## config.mk

```make
export PLATFORM = sky130hd
export DESIGN_NAME = presettable_dn_counter
export DESIGN_NICKNAME = d
export VERILOG_FILES = /design/src/rtl/dn_cnt_pkg.sv /design/src/rtl/dn_cnt_zero_det.sv /design/src/rtl/dn_cnt_ctrl.sv /design/src/rtl/dn_cnt_datapath.sv /design/src/rtl/dn_cnt_err.sv /design/src/rtl/presettable_dn_counter.sv
export SDC_FILE = /design/constraint.sdc
export NUM_CORES = 1
export LEC_CHECK = 0
export BUFFER_PORTS_ARGS = -buffer_cell sky130_fd_sc_hd__buf_2
export CORE_AREA = 5 5 42 44
export CTS_BUF_LIST = sky130_fd_sc_hd__clkbuf_8
export CTS_CLUSTER_SIZE = 24
export DETAILED_ROUTE_END_ITERATION = 10
export DIE_AREA = 0 0 47 49
export GPL_TIMING_DRIVEN = 0
export PLACE_DENSITY = 0.51
export REMOVE_ABC_BUFFERS = 1
export SLEW_MARGIN = 5
export SYNTH_ARGS = -nofsm -noshare
export SYNTH_HDL_FRONTEND = slang
export SYNTH_SLANG_ARGS = --single-unit
```

## constraint.sdc

```tcl
create_clock -name clk -period 2.05 [get_ports clk]
set_clock_uncertainty 0.1 [all_clocks]
set_input_delay 0.1025 -clock clk [delete_from_list [all_inputs] [get_ports clk]]
set_output_delay 0.1025 -clock clk [all_outputs]
set_load 0.005 [all_outputs]
```

## src/rtl/dn_cnt_pkg.sv

```systemverilog
package dn_cnt_pkg;
  typedef enum logic [2:0] {
    OP_HOLD      = 3'd0,
    OP_LOAD      = 3'd1,
    OP_LOAD_STEP = 3'd2,
    OP_STEP      = 3'd3,
    OP_STALL     = 3'd4
  } cnt_op_e;
endpackage

```

## src/rtl/dn_cnt_zero_det.sv

```systemverilog
module dn_cnt_zero_det #(
  parameter int CNT_W = 4
) (
  input  logic [CNT_W-1:0] value_i,
  output logic             is_zero_o
);
  assign is_zero_o = ~|value_i;
endmodule

```

## src/rtl/dn_cnt_ctrl.sv

```systemverilog
module dn_cnt_ctrl
  import dn_cnt_pkg::*;
(
  input  logic    strobe_i,
  input  logic    load_i,
  input  logic    preset_zero_i,
  input  logic    count_zero_i,
  output cnt_op_e op_o
);
  always_comb begin
    if (load_i) begin
      // a zero preset never steps: the counter rests at zero
      if (strobe_i && !preset_zero_i) op_o = OP_LOAD_STEP;
      else                            op_o = OP_LOAD;
    end else if (strobe_i) begin
      if (count_zero_i) op_o = OP_STALL;
      else              op_o = OP_STEP;
    end else begin
      op_o = OP_HOLD;
    end
  end
endmodule

```

## src/rtl/dn_cnt_datapath.sv

```systemverilog
module dn_cnt_datapath
  import dn_cnt_pkg::*;
#(
  parameter int CNT_W = 4
) (
  input  logic             clk,
  input  logic             rst_n,
  input  cnt_op_e          op_i,
  input  logic [CNT_W-1:0] preset_i,
  output logic [CNT_W-1:0] count_o
);
  localparam logic [CNT_W-1:0] ONE = CNT_W'(1);

  logic [CNT_W-1:0] count_q;

  always_ff @(posedge clk or negedge rst_n) begin
    if (!rst_n) begin
      count_q <= '0;
    end else begin
      case (op_i)
        OP_LOAD:      count_q <= preset_i;
        OP_LOAD_STEP: count_q <= preset_i - ONE;
        OP_STEP:      count_q <= count_q - ONE;
        default:      count_q <= count_q;
      endcase
    end
  end

  assign count_o = count_q;

  assert_stall_keeps_zero_R8: assert property (@(posedge clk) disable iff (!rst_n)
    (op_i == OP_STALL) |=> (count_q == '0));
endmodule

```

## src/rtl/dn_cnt_err.sv

```systemverilog
module dn_cnt_err
  import dn_cnt_pkg::*;
(
  input  logic    clk,
  input  logic    rst_n,
  input  cnt_op_e op_i,
  input  logic    preset_zero_i,
  output logic    err_o
);
  logic err_q;
  logic is_load;

  assign is_load = (op_i == OP_LOAD) || (op_i == OP_LOAD_STEP);

  always_ff @(posedge clk or negedge rst_n) begin
    if (!rst_n)       err_q <= 1'b0;
    else if (is_load) err_q <= preset_zero_i;
  end

  assign err_o = err_q;

  assert_err_clear_R7: assert property (@(posedge clk) disable iff (!rst_n)
    (is_load && !preset_zero_i) |=> !err_q);
endmodule

```

## src/rtl/presettable_dn_counter.sv

```systemverilog
module presettable_dn_counter
  import dn_cnt_pkg::*;
#(
  parameter int CNT_W = 4
) (
  input  logic             clk,
  input  logic             rst_n,
  input  logic             strobe_i,
  input  logic             load_i,
  input  logic [CNT_W-1:0] preset_i,
  output logic [CNT_W-1:0] count_o,
  output logic             zero_o,
  output logic             err_o
);
  cnt_op_e          op;
  logic             preset_zero;
  logic             count_zero;
  logic [CNT_W-1:0] count;

  dn_cnt_zero_det #(.CNT_W(CNT_W)) u_preset_zero (
    .value_i(preset_i), .is_zero_o(preset_zero));

  dn_cnt_zero_det #(.CNT_W(CNT_W)) u_count_zero (
    .value_i(count), .is_zero_o(count_zero));

  dn_cnt_ctrl u_ctrl (
    .strobe_i(strobe_i), .load_i(load_i), .preset_zero_i(preset_zero),
    .count_zero_i(count_zero), .op_o(op));

  dn_cnt_datapath #(.CNT_W(CNT_W)) u_dp (
    .clk(clk), .rst_n(rst_n), .op_i(op), .preset_i(preset_i), .count_o(count));

  dn_cnt_err u_err (
    .clk(clk), .rst_n(rst_n), .op_i(op), .preset_zero_i(preset_zero), .err_o(err_o));

  assign count_o = count;
  assign zero_o  = count_zero;

  assert_load_plain_R2: assert property (@(posedge clk) disable iff (!rst_n)
    (load_i && !strobe_i) |=> (count_o == $past(preset_i)));

  assert_load_step_R3: assert property (@(posedge clk) disable iff (!rst_n)
    (load_i && strobe_i && preset_i != '0) |=> (count_o == CNT_W'($past(preset_i) - 1'b1)));

  assert_step_R4: assert property (@(posedge clk) disable iff (!rst_n)
    (strobe_i && !load_i && count_o != '0) |=> (count_o == CNT_W'($past(count_o) - 1'b1)));

  assert_zero_flag_R5: assert property (@(posedge clk) disable iff (!rst_n)
    zero_o == (count_o == '0));

  assert_hold_R6: assert property (@(posedge clk) disable iff (!rst_n)
    (!strobe_i && !load_i) |=> $stable(count_o));

  assert_zero_preset_R7: assert property (@(posedge clk) disable iff (!rst_n)
    (load_i && preset_i == '0) |=> (err_o && count_o == '0));

  assert_no_wrap_R8: assert property (@(posedge clk) disable iff (!rst_n)
    (strobe_i && !load_i && count_o == '0) |=> (count_o == '0));
endmodule

```

==> impl_metrics.ini <==
[run_status]
outcome = completed

[floorplanning]
die_y_um = 49
placementRows = 14
floorplan.core_area_um2 = 1401
start_util_pct = 24.38
pin_count = 14
dieWidth_um = 47
design.die.area_um2 = 2303

[pwr]
irDropWorstVdd_mv = 0.3837
cellPowerDensity_nw_per_um2 = 788.6
p_leak_nw = 0.2454

[layout]
areaGrowthSynthToFinish_pct = 53.11
final_core_utilization_pct = 37.32
most_common_library_cell_in_the_layout_ignoring_fill_and_taps = buf_2
drive_above_1_share_pct = 51.85
fin_nets = 64
diodes = 0
post-route-cell-area_um2 = 523.0
leading_cell_types_in_the_layout_fill_and_taps_excluded = buf_2 (13), buf_4 (5)

[worst_setup_path]
worstPathRequired_ps = 2080
critical_path_class = flop to flop
r2r_start = u_dp.count_o[1]
reg2reg_to = u_dp.count_o[2]
arrival_ps = 2020
setup.worst_path.end_class = flop
timing.reg2reg.worst_path_depth = 7
regToRegSetupSlack_ps = 50
crit_fanout = 4
kind_of_start_point_of_the_critical_path = flop

[detailed_routing]
drc_errors = 0
finalWirelength_um = 895
route.detailed.wl_per_inst_um = 12.79
drt-pass1-iter-count = 2
detail-route-antenna-nets = 0
detail_route.vias_per_cell = 5.071
dr_total_vias = 355
drt_iter0_markers = 3

[clock_tree]
clk_transition_reported_paths_ps = 30
tritoncts.num_buffers = 3
numClockSinks = 5
clock_tree_from_tritoncts = built
clk-insertion-delay-late_ps = 220
clock_tree.buffer_depth = 2
root_buffer = clkbuf_8
clock_tree.htree_level_count = 1

[placement]
dp_worst_setup_slack_ps = -82.45
dpl-instance-area_um2 = 422.9
place.gp.congestion = 0.7239
place.port_buffers = 13
dp.final_hpwl_um = 635.7

[synthesis]
ys_types = 20
synth_cells = 32
synth_sequential_area_ratio_pct = 36.63
synthesized_area_divided_by_synthesized_cell_count_um2 = 10.67
yosysWarningCount = 0
post_syn_area_um2 = 341.6
synth-seq-cells = 5

[sta]
setup_viol_count_final = 0
post-route-min-period_ps = 1997
slew_viol_final = 0
final.setup.worst_slack_ps = 53.34
whs_ps = 79.82
final-hold-violation-count = 0
min_period_over_period_pct = 97.40
relSlewSlack_pct = 69.96
tns_ps = 0
achievable-frequency_mhz = 500.8
tightest_pin_transition_ps = 446.9
rsz_0062_raised_after_global_routing = yes

[worst_hold_path]
hold_path_startpoint = strobe_i
worstHoldPathType = input port to flop
hold_end = u_dp.count_o[3]
whs_path_depth = 2

[global_route]
grt_remaining_overflow = 0
grt_start_max_net_pins = 12
antenna_found_initial = 0
number_of_global_route_vias_before_repair = 308
grt.total_usage_pct = 7.599
first_pass_grt_wire_length_um = 1262

[flow_run]
max_cap_viols = 0
==> metrics by stage <==
stage | total power, mW | instances
after global placement | 0.2187 | 60
final | 0.4124 | 70
after floorplan | 0.1767 | 31
after detailed placement | 0.2175 | 60
after CTS | 0.3989 | 66
after global routing | 0.4380 | 70
==> worst max-delay path by stage <==
stage	cells past startpoint	start	end	slack (ps)
3_3_place_gp	7	u_dp.count_o[0]	u_dp.count_o[2]	-70
2_1_floorplan	7	u_dp.count_o[0]	u_dp.count_o[2]	80
5_1_grt	7	u_dp.count_o[1]	u_dp.count_o[2]	-30
4_1_cts	7	u_dp.count_o[2]	u_dp.count_o[2]	40
6_report	7	u_dp.count_o[1]	u_dp.count_o[2]	50
3_5_place_dp	7	u_dp.count_o[0]	u_dp.count_o[2]	-80
==> cell usage after synthesis <==
library cell  count  area, um^2
nand2_1           3       11.26
o21ai_0           1       5.000
mux2i_1           3       30.03
mux4_2            1       22.52
clkbuf_1          1       3.750
dfrtp_1           5       125.1
nor2_1            2       7.510
or3_1             2       12.51
ha_1              1       12.51
nor4_2            1       12.51
nor3_1            2       10.01
o22ai_1           1       6.260
mux2_2            1       11.26
o311a_1           1       10.01
a21o_1            1       7.510
a21oi_1           2       10.01
nor3b_1           1       7.510
a32oi_1           1       8.760
nor4_4            1       21.27
nor4_1            1       6.260
==> power by group <==
part	switching [mW]	internal [mW]	total, mW
sequential	0.0222	0.114	0.136
clock	0.0439	0.128	0.172
combinational	0.0446	0.0601	0.105
==> state kept, by name (all words and copies together), names as in the netlist <==
signal,cells
u_err.err_o,1
u_dp.count_o,4
==> layer usage <==
metal	global-route usage (%)	share of wire [%]
met5	0	0
met4	5.530	0
met3	2.214	7.3
met2	9.955	49
met1	10.16	44
==> area by class of cell <==
cell class	instances	area [um^2]
clock buffer	3	41.29
sequential	5	127.6
fill	147	878.3
tap	16	20.02
multi-input combinational	26	217.7
clock inverter	1	3.754
timing repair buffer	19	112.6
==> logic make-up after synthesis <==
kind of cell	synth area share, %
compound gates	13.92
fa+ha+maj	3.662
buf+inv	1.098
flops	36.63
mux	18.68
simple gates	26.01
==> critical path, stage by stage, from the launching register on <==
cell and delay [ps]:
dfrtp_2 420, nor4_4 330, nor3b_2 100, mux2i_1 170, ha_1 160, nand2_1 100, or3_1 320, a32oi_1 200
==> timing repair <==
item                                   CTS  global route
hold buffers                             1             0
endpoints found under the hold margin    5             0
buffers inserted                         1             4
pin swaps                                1             3
resized for setup                        1             2
setup endpoints to repair                1             1
(Power assumes the default switching activity.)
